--- config.mk ---
export PLATFORM = sky130hd
export DESIGN_NAME = io_cycle_seq
export DESIGN_NICKNAME = d
export VERILOG_FILES = /design/src/rtl/io_seq_pkg.sv /design/src/rtl/io_timing_decode.sv /design/src/rtl/io_wait_sync.sv /design/src/rtl/io_phase_ctrl.sv /design/src/rtl/io_pin_drive.sv /design/src/rtl/io_cycle_seq.sv
export SDC_FILE = /design/constraint.sdc
export NUM_CORES = 1
export LEC_CHECK = 0
export ABC_CLOCK_PERIOD_IN_PS = 5300
export BUFFER_PORTS_ARGS = -buffer_cell sky130_fd_sc_hd__buf_2
export CORE_ASPECT_RATIO = 0.75
export CORE_MARGIN = 2
export CORE_UTILIZATION = 52
export CTS_CLUSTER_DIAMETER = 50
export DETAILED_ROUTE_END_ITERATION = 10
export GPL_TIMING_DRIVEN = 0
export PLACE_DENSITY = 0.85
export SLEW_MARGIN = 10
export SYNTH_ARGS = -nofsm -noshare
export SYNTH_HDL_FRONTEND = slang
export SYNTH_SLANG_ARGS = --single-unit
--- constraint.sdc ---
create_clock -name clk -period 5.3 [get_ports clk]
set_input_delay 0.265 -clock clk [delete_from_list [all_inputs] [get_ports clk]]
set_output_delay 0.265 -clock clk [all_outputs]
set_load 0.01 [all_outputs]
--- src/rtl/io_seq_pkg.sv ---
package io_seq_pkg;

  localparam int LEN_W        = 5;
  localparam int FIELD_LSB    = 3;
  localparam int FIELD_W      = 9;
  localparam int MIN_WAIT_ACC = 4;

  typedef enum logic [2:0] {
    PH_IDLE   = 3'd0,
    PH_SETUP  = 3'd1,
    PH_ACCESS = 3'd2,
    PH_HOLD   = 3'd3,
    PH_DONE   = 3'd4
  } phase_e;

  typedef struct packed {
    logic             wait_en;
    logic             ds_mode;
    logic [LEN_W-1:0] setup_len;
    logic [LEN_W-1:0] acc_len;
    logic [LEN_W-1:0] hold_len;
  } io_timing_t;

endpackage

--- src/rtl/io_timing_decode.sv ---
module io_timing_decode
  import io_seq_pkg::*;
(
  input  logic [FIELD_W-1:0] field,
  output io_timing_t         cfg
);

  logic [1:0]       setup_code;
  logic [2:0]       acc_code;
  logic [1:0]       hold_code;
  logic [LEN_W-1:0] acc_raw;

  assign setup_code = field[6:5];
  assign acc_code   = field[4:2];
  assign hold_code  = field[1:0];

  always_comb begin
    cfg.wait_en = field[8];
    cfg.ds_mode = field[7];

    unique case (setup_code)
      2'd0:    cfg.setup_len = LEN_W'(0);
      2'd1:    cfg.setup_len = LEN_W'(2);
      2'd2:    cfg.setup_len = LEN_W'(4);
      default: cfg.setup_len = LEN_W'(8);
    endcase

    acc_raw = LEN_W'({acc_code, 1'b0}) + LEN_W'(2);
    if (field[8] && (acc_raw < LEN_W'(MIN_WAIT_ACC)))
      cfg.acc_len = LEN_W'(MIN_WAIT_ACC);
    else
      cfg.acc_len = acc_raw;

    cfg.hold_len = LEN_W'({hold_code, 1'b0});
  end

endmodule

--- src/rtl/io_wait_sync.sv ---
module io_wait_sync #(
  parameter int STAGES = 2
) (
  input  logic clk,
  input  logic rst_n,
  input  logic wait_in,
  input  logic pol,
  output logic wait_act
);

  logic [STAGES-1:0] sync_q;
  logic [STAGES-1:0] sync_d;

  generate
    if (STAGES == 1) begin : g_single
      always_comb sync_d = wait_in;
    end else begin : g_chain
      always_comb sync_d = {sync_q[STAGES-2:0], wait_in};
    end
  endgenerate

  always_ff @(posedge clk or negedge rst_n) begin
    if (!rst_n) sync_q <= '0;
    else        sync_q <= sync_d;
  end

  assign wait_act = ~(sync_q[STAGES-1] ^ pol);

endmodule

--- src/rtl/io_phase_ctrl.sv ---
module io_phase_ctrl
  import io_seq_pkg::*;
#(
  parameter int CNT_W = 6
) (
  input  logic       clk,
  input  logic       rst_n,
  input  logic       start,
  input  io_timing_t req_cfg,
  input  logic       wait_act,
  output phase_e     phase,
  output io_timing_t cfg,
  output logic       strobe_on,
  output logic       acc_end,
  output logic       ack
);

  localparam logic [CNT_W-1:0] CNT_MAX = {CNT_W{1'b1}};
  localparam logic [CNT_W-1:0] CNT_ONE = CNT_W'(1);

  phase_e           phase_q, phase_d;
  logic [CNT_W-1:0] cnt_q, cnt_d;
  io_timing_t       cfg_q;
  logic             cfg_en;
  logic [CNT_W-1:0] cnt_inc;
  logic [CNT_W-1:0] setup_n, acc_n, hold_n;
  logic             wait_hold;

  assign setup_n   = CNT_W'(cfg_q.setup_len);
  assign acc_n     = CNT_W'(cfg_q.acc_len);
  assign hold_n    = CNT_W'(cfg_q.hold_len);
  assign cnt_inc   = (cnt_q == CNT_MAX) ? cnt_q : cnt_q + CNT_ONE;
  assign wait_hold = cfg_q.wait_en && wait_act;
  assign cfg_en    = start && (phase_q == PH_IDLE);

  always_comb begin
    phase_d = phase_q;
    cnt_d   = cnt_q;
    acc_end = 1'b0;
    unique case (phase_q)
      PH_IDLE: begin
        if (start) begin
          phase_d = (req_cfg.setup_len != '0) ? PH_SETUP : PH_ACCESS;
          cnt_d   = CNT_ONE;
        end
      end
      PH_SETUP: begin
        if (cnt_q >= setup_n) begin
          phase_d = PH_ACCESS;
          cnt_d   = CNT_ONE;
        end else begin
          cnt_d = cnt_inc;
        end
      end
      PH_ACCESS: begin
        if ((cnt_q >= acc_n) && !wait_hold) begin
          acc_end = 1'b1;
          phase_d = (hold_n != '0) ? PH_HOLD : PH_DONE;
          cnt_d   = CNT_ONE;
        end else begin
          cnt_d = cnt_inc;
        end
      end
      PH_HOLD: begin
        if (cnt_q >= hold_n) begin
          phase_d = PH_DONE;
          cnt_d   = CNT_ONE;
        end else begin
          cnt_d = cnt_inc;
        end
      end
      PH_DONE: begin
        phase_d = PH_IDLE;
        cnt_d   = '0;
      end
      default: begin
        phase_d = PH_IDLE;
        cnt_d   = '0;
      end
    endcase
  end

  always_ff @(posedge clk or negedge rst_n) begin
    if (!rst_n) begin
      phase_q <= PH_IDLE;
      cnt_q   <= '0;
    end else begin
      phase_q <= phase_d;
      cnt_q   <= cnt_d;
    end
  end

  always_ff @(posedge clk or negedge rst_n) begin
    if (!rst_n)      cfg_q <= '0;
    else if (cfg_en) cfg_q <= req_cfg;
  end

  assign phase     = phase_q;
  assign cfg       = cfg_q;
  assign strobe_on = (phase_q == PH_ACCESS) && (cnt_q >= CNT_W'(2));
  assign ack       = (phase_q == PH_DONE);


  ack_pulse_chk: assert property (@(posedge clk) disable iff (!rst_n)
    ack |=> !ack);


  acc_wait_chk: assert property (@(posedge clk) disable iff (!rst_n)
    (phase_q == PH_ACCESS && wait_hold) |=> (phase_q == PH_ACCESS));


  acc_floor_chk: assert property (@(posedge clk) disable iff (!rst_n)
    (acc_end && cfg_q.wait_en) |-> (cnt_q >= CNT_W'(MIN_WAIT_ACC)));


  setup_order_chk: assert property (@(posedge clk) disable iff (!rst_n)
    (phase_q == PH_SETUP) |=> (phase_q == PH_SETUP || phase_q == PH_ACCESS));

endmodule

--- src/rtl/io_pin_drive.sv ---
module io_pin_drive
  import io_seq_pkg::*;
(
  input  logic   clk,
  input  logic   rst_n,
  input  phase_e phase,
  input  logic   ds_mode,
  input  logic   write,
  input  logic   strobe_on,
  output logic   rd_n,
  output logic   wr_n,
  output logic   dout_en
);

  logic busy;

  assign busy = (phase == PH_SETUP) || (phase == PH_ACCESS) || (phase == PH_HOLD);

  always_comb begin
    if (ds_mode) begin
      rd_n = ~strobe_on;
      wr_n = ~(busy && write);
    end else begin
      rd_n = ~(strobe_on && !write);
      wr_n = ~(strobe_on && write);
    end
    dout_en = (phase == PH_ACCESS) && write;
  end


  strobe_excl_chk: assert property (@(posedge clk) disable iff (!rst_n)
    !ds_mode |-> (rd_n || wr_n));


  strobe_window_chk: assert property (@(posedge clk) disable iff (!rst_n)
    !rd_n |-> (phase == PH_ACCESS));


  dout_dir_chk: assert property (@(posedge clk) disable iff (!rst_n)
    dout_en |-> write);

endmodule

--- src/rtl/io_cycle_seq.sv ---
module io_cycle_seq
  import io_seq_pkg::*;
#(
  parameter int ADDR_W      = 32,
  parameter int DATA_W      = 32,
  parameter int CNT_W       = 6,
  parameter int SYNC_STAGES = 2
) (
  input  logic              clk,
  input  logic              rst_n,
  input  logic              wait_pol,
  input  logic              req_valid,
  input  logic [ADDR_W-1:0] req_addr,
  input  logic              req_write,
  input  logic [DATA_W-1:0] req_wdata,
  output logic              req_ack,
  output logic [DATA_W-1:0] rsp_rdata,
  output logic [ADDR_W-1:0] io_addr,
  output logic [DATA_W-1:0] io_dout,
  output logic              io_dout_en,
  input  logic [DATA_W-1:0] io_din,
  output logic              io_rd_n,
  output logic              io_wr_n,
  input  logic              io_wait
);

  localparam int FIELD_MSB = FIELD_LSB + FIELD_W - 1;

  phase_e            phase;
  io_timing_t        req_cfg;
  io_timing_t        cfg;
  logic              wait_act;
  logic              start;
  logic              strobe_on;
  logic              acc_end;
  logic              ack;
  logic              rdata_en;

  logic [ADDR_W-1:0] addr_q;
  logic              write_q;
  logic [DATA_W-1:0] wdata_q;
  logic [DATA_W-1:0] rdata_q;

  assign start    = req_valid && (phase == PH_IDLE);
  assign rdata_en = acc_end && !write_q;

  io_timing_decode u_decode (
    .field (req_addr[FIELD_MSB:FIELD_LSB]),
    .cfg   (req_cfg)
  );

  io_wait_sync #(.STAGES(SYNC_STAGES)) u_wsync (
    .clk      (clk),
    .rst_n    (rst_n),
    .wait_in  (io_wait),
    .pol      (wait_pol),
    .wait_act (wait_act)
  );

  io_phase_ctrl #(.CNT_W(CNT_W)) u_ctrl (
    .clk       (clk),
    .rst_n     (rst_n),
    .start     (start),
    .req_cfg   (req_cfg),
    .wait_act  (wait_act),
    .phase     (phase),
    .cfg       (cfg),
    .strobe_on (strobe_on),
    .acc_end   (acc_end),
    .ack       (ack)
  );

  io_pin_drive u_pins (
    .clk       (clk),
    .rst_n     (rst_n),
    .phase     (phase),
    .ds_mode   (cfg.ds_mode),
    .write     (write_q),
    .strobe_on (strobe_on),
    .rd_n      (io_rd_n),
    .wr_n      (io_wr_n),
    .dout_en   (io_dout_en)
  );

  always_ff @(posedge clk or negedge rst_n) begin
    if (!rst_n) begin
      addr_q  <= '0;
      write_q <= 1'b0;
      wdata_q <= '0;
    end else if (start) begin
      addr_q  <= req_addr;
      write_q <= req_write;
      wdata_q <= req_wdata;
    end
  end

  always_ff @(posedge clk or negedge rst_n) begin
    if (!rst_n)        rdata_q <= '0;
    else if (rdata_en) rdata_q <= io_din;
  end

  assign req_ack   = ack;
  assign rsp_rdata = rdata_q;
  assign io_addr   = addr_q;
  assign io_dout   = wdata_q;


  accept_idle_chk: assert property (@(posedge clk) disable iff (!rst_n)
    (phase != PH_IDLE) |=> $stable(addr_q));

endmodule

==> flow_summary_export.csv <==
group,metric,value,unit
outcome,result_of_the_run,"completed",
logic_synthesis,post_synth_inst_count,489,
worst_setup_path,cp.arrival,3020,ps
floorplan,initial_core_util,54.0,%
clock_network,htree_num_levels,4,
global_routing,grt_max_degree,62,
global_routing,number_of_global_route_vias_before_repair,4396,
logic_synthesis,yosys.area_share.simple,20.9,%
floorplan,rows,30,
worst_setup_path,crit_path_end_kind,"flip-flop",
clock_network,worst_skew_pair.late_latency,400,ps
route,avgRoutedWirePerCell,15.1,um
logic_synthesis,synth-warning-count,0,
timing,report.final.hold_viol_count,0,
floorplan,die-height,88.3,um
route,drc,0,
timing,worst-slew-pin-transition,648,ps
floorplan,chipWidth,116,um
global_routing,grt_first_pass_wirelength,20800,um
final_layout,area_growth,35.8,%
clock_network,clk_pin_slew,50,ps
logic_synthesis,dominantRegCellSynth,"sky130_fd_sc_hd__dfrtp_1",
clock_network,clock-sinks,115,
final_layout,layoutNonFillerInstCount,853,
job,max_cap_violations,0,
logic_synthesis,post_synthesis_instance_area,0.00492,mm2
route,final_antenna_net_count,0,
logic_synthesis,synth_compound_area_share,5.97,%
worst_setup_path,timing.reg2reg.setup_slack,2570,ps
logic_synthesis,synthArstFlopShare,100,%
logic_synthesis,synth_mux_area_share,7.85,%
worst_setup_path,startpoint_type,"flip-flop",
logic_synthesis,distinct_cell_type_count_after_synthesis,46,
logic_synthesis,synth_adder_area_share,2.80,%
logic_synthesis,synth_enable_flop_cells,0,
pwr,ir_drop,0.327,mV
clock_network,cts-root-to-sink-buffers,2,
floorplan,floorplan_die_area,0.0103,mm2
route,drt_first_iter_violations,237,
logic_synthesis,yosysSeqAreaShare,58.5,%
logic_synthesis,synthXorXnorAreaFrac,0.534,%
global_routing,aggregate_global_route_resource_usage,26.5,%
pwr,power_density,622,mW/mm2
placed_design,place.port_buffers,201,
timing,fin_tns_setup,0,ps
route,drt_first_pass_iters,6,
floorplan,io_pins,202,
route,route.detailed.vias_per_inst,5.07,
clock_network,tritoncts.num_buffers,17,
final_layout,fillCellCount,655,
clock_network,post_cts_resize_count,0,
final_layout,num-nets-final,825,
logic_synthesis,ff_latch_count_synth,115,
global_routing,grt.overflow.total,0,
timing,drv_slew,0,
global_routing,initial_antenna_violation_count,0,
timing,timing.clock.skew,5.99,ps
timing,layout_worst_path_cycle_share,51.6,%
worst_setup_path,worstPathRequired,5590,ps
timing,setup-violations-final,0,
pwr,leakagePower,3.69,nW
placed_design,dp_hpwl,9240,um
logic_synthesis,post_synth.cell_area_avg,10.1,um2
clock_network,cts_root_buffer,"sky130_fd_sc_hd__clkbuf_16",
route,totalWireLength,12900,um
logic_synthesis,syn_nets,602,
timing,grt_setup_unrepaired,"false",
timing,max-slew-margin-rel,56.4,%
placed_design,finalWeightedCongestion,0.909,
worst_setup_path,critPathMaxFanout,9,
logic_synthesis,synth_top_family_by_area,"simple AND/OR/NAND/NOR gates",
clock_network,cts_tree,"built",
hold_path,min-delay-path-class,"in -> reg",
worst_setup_path,crit_type,"reg -> reg",
route,via_count,4321,
timing,maxClockFrequency,0.366,GHz
floorplan,core_area,0.00912,mm2
final_layout,share_of_final_layout_standard_cells_stronger_than_drive_strength_1,39.0,%
timing,fin_crit,2730,ps
placed_design,placedCellCount,819,
final_layout,antenna_cells_inserted,0,
==> critical path: stages (launching register included) <==
cell and delay (ps):
sky130_fd_sc_hd__dfrtp_1 550, sky130_fd_sc_hd__ha_1 300, sky130_fd_sc_hd__o21ai_0 160, sky130_fd_sc_hd__a31oi_1 60, sky130_fd_sc_hd__nor4_1 560, sky130_fd_sc_hd__o21ba_2 210
sky130_fd_sc_hd__clkbuf_1 360, sky130_fd_sc_hd__nand2_4 120, sky130_fd_sc_hd__mux2_4 310
==> power by group <==
part	internal (mW)	total, mW	switching (mW)
logic	0.694	1.61	0.918
registers	1.28	1.51	0.226
clock network	0.640	1.04	0.403
==> kinds of logic (layout without fill, tap and decap cells) <==
kind of cell    after synthesis  count (layout)
flops                       115             115
mux                          34              34
compound gates               43              43
simple gates                244             244
fa+ha+maj                    11              11
xor+xnor                      3               3
buf+inv                      39             275
==> state kept, by name (all words and copies together), names as in the netlist <==
name            flops
u_ctrl.cnt_q        6
rsp_rdata          32
u_wsync.sync_q      2
io_addr            28
u_ctrl.phase        3
io_dout            32
u_ctrl.cfg         11
write_q             1
==> synthesized netlist by cell type (2+ instances only) <==
library cell / n / share of area (%)
sky130_fd_sc_hd__nand2_1: 203 / 15
sky130_fd_sc_hd__dfrtp_1: 115 / 58
sky130_fd_sc_hd__mux2_2: 33 / 7.5
sky130_fd_sc_hd__clkbuf_1: 17 / 1.3
sky130_fd_sc_hd__inv_1: 12 / 0.92
sky130_fd_sc_hd__ha_1: 11 / 2.8
sky130_fd_sc_hd__o21ai_0: 11 / 1.1
sky130_fd_sc_hd__a21oi_1: 9 / 0.92
sky130_fd_sc_hd__a31oi_1: 7 / 0.89
sky130_fd_sc_hd__nand3_1: 7 / 0.71
sky130_fd_sc_hd__nand2b_1: 6 / 0.76
sky130_fd_sc_hd__nor2_1: 5 / 0.38
sky130_fd_sc_hd__buf_4: 4 / 0.61
sky130_fd_sc_hd__nand3b_1: 4 / 0.61
sky130_fd_sc_hd__and2_1: 3 / 0.38
sky130_fd_sc_hd__buf_2: 3 / 0.30
sky130_fd_sc_hd__xnor2_1: 3 / 0.53
sky130_fd_sc_hd__and3_1: 2 / 0.25
sky130_fd_sc_hd__buf_1: 2 / 0.15
sky130_fd_sc_hd__nand4_1: 2 / 0.25
sky130_fd_sc_hd__nor3_1: 2 / 0.20
sky130_fd_sc_hd__nor4_1: 2 / 0.25
sky130_fd_sc_hd__o21a_1: 2 / 0.30
sky130_fd_sc_hd__o31ai_1: 2 / 0.30
==> worst paths after layout <==
check | start | to | cells after the start
min | req_wdata[6] | io_dout[6]$_DFFE_PN0P_ | 3
min in group asynchronous | rst_n | rsp_rdata[4]$_DFFE_PN0P_ | 2
max | u_ctrl.cnt_q[2]$_DFFE_PN0N_ | u_ctrl.phase[1]$_DFFE_PN0P_ | 8
min reg2reg | u_wsync.sync_q[0]$_DFF_PN0_ | u_wsync.sync_q[1]$_DFF_PN0_ | 0
max in group asynchronous | rst_n | io_addr[28]$_DFFE_PN0P_ | 3
max reg2reg | u_ctrl.cnt_q[2]$_DFFE_PN0N_ | u_ctrl.phase[1]$_DFFE_PN0P_ | 8
==> stage by stage <==
stage / setup slack (ps) / hold slack [ps] / cell area [um2] / power, mW / utilization [%]
6_report: 2570 / 48.7 / 6690 / 4.16 / 73.3
4_1_cts: 2640 / 35.6 / 6690 / 4.18 / 73.3
3_3_place_gp: 2700 / 334 / 6090 / 3.02 / 66.7
2_1_floorplan: 3100 / -30.6 / 4920 / 2.45 / -
3_5_place_dp: 2660 / 263 / 6120 / 3.11 / 67.1
5_1_grt: 2340 / 43.6 / 6690 / 4.44 / 73.3
==> cells in the final DEF (no fill, tap or decap), types with 3 or more instances in the layout <==
master,n
sky130_fd_sc_hd__a21oi_1,9
sky130_fd_sc_hd__a31oi_1,7
sky130_fd_sc_hd__and2_1,3
sky130_fd_sc_hd__buf_2,203
sky130_fd_sc_hd__buf_4,4
sky130_fd_sc_hd__clkbuf_1,18
sky130_fd_sc_hd__clkbuf_16,17
sky130_fd_sc_hd__clkinv_2,7
sky130_fd_sc_hd__clkinvlp_4,3
sky130_fd_sc_hd__dfrtp_1,115
sky130_fd_sc_hd__ha_1,11
sky130_fd_sc_hd__inv_1,12
sky130_fd_sc_hd__mux2_2,33
sky130_fd_sc_hd__nand2_1,203
sky130_fd_sc_hd__nand2b_1,6
sky130_fd_sc_hd__nand3_1,7
sky130_fd_sc_hd__nand3b_1,4
sky130_fd_sc_hd__nor2_1,5
sky130_fd_sc_hd__o21ai_0,11
sky130_fd_sc_hd__xnor2_1,3
==> what timing repair did <==
item	4_1_cts	5_1_grt
endpoints found under the hold margin	55	0
endpoints found under the setup margin	0	0
hold buffers	2	0
setup buffers	0	0
==> per-layer routing <==
metal	wire length [um]	up-vias	GRT usage [%]
met4	234	0	10.4
met5	0	-	0
met2	6540	185	43.9
met3	958	22	7.47
li1	-	2046	-
met1	5130	2068	33.5
==> layout make-up <==
cell class,instances,area [um2],area share (%)
clock inverter,14,114,1.70
multi-input combinational,335,1870,28.0
clock buffer,18,429,6.42
tap,128,160,2.40
timing repair buffer,204,1060,15.9
sequential,115,2880,43.0
buffer,27,128,1.91
inverter,12,45.0,0.674
(Power assumes the default switching activity.)
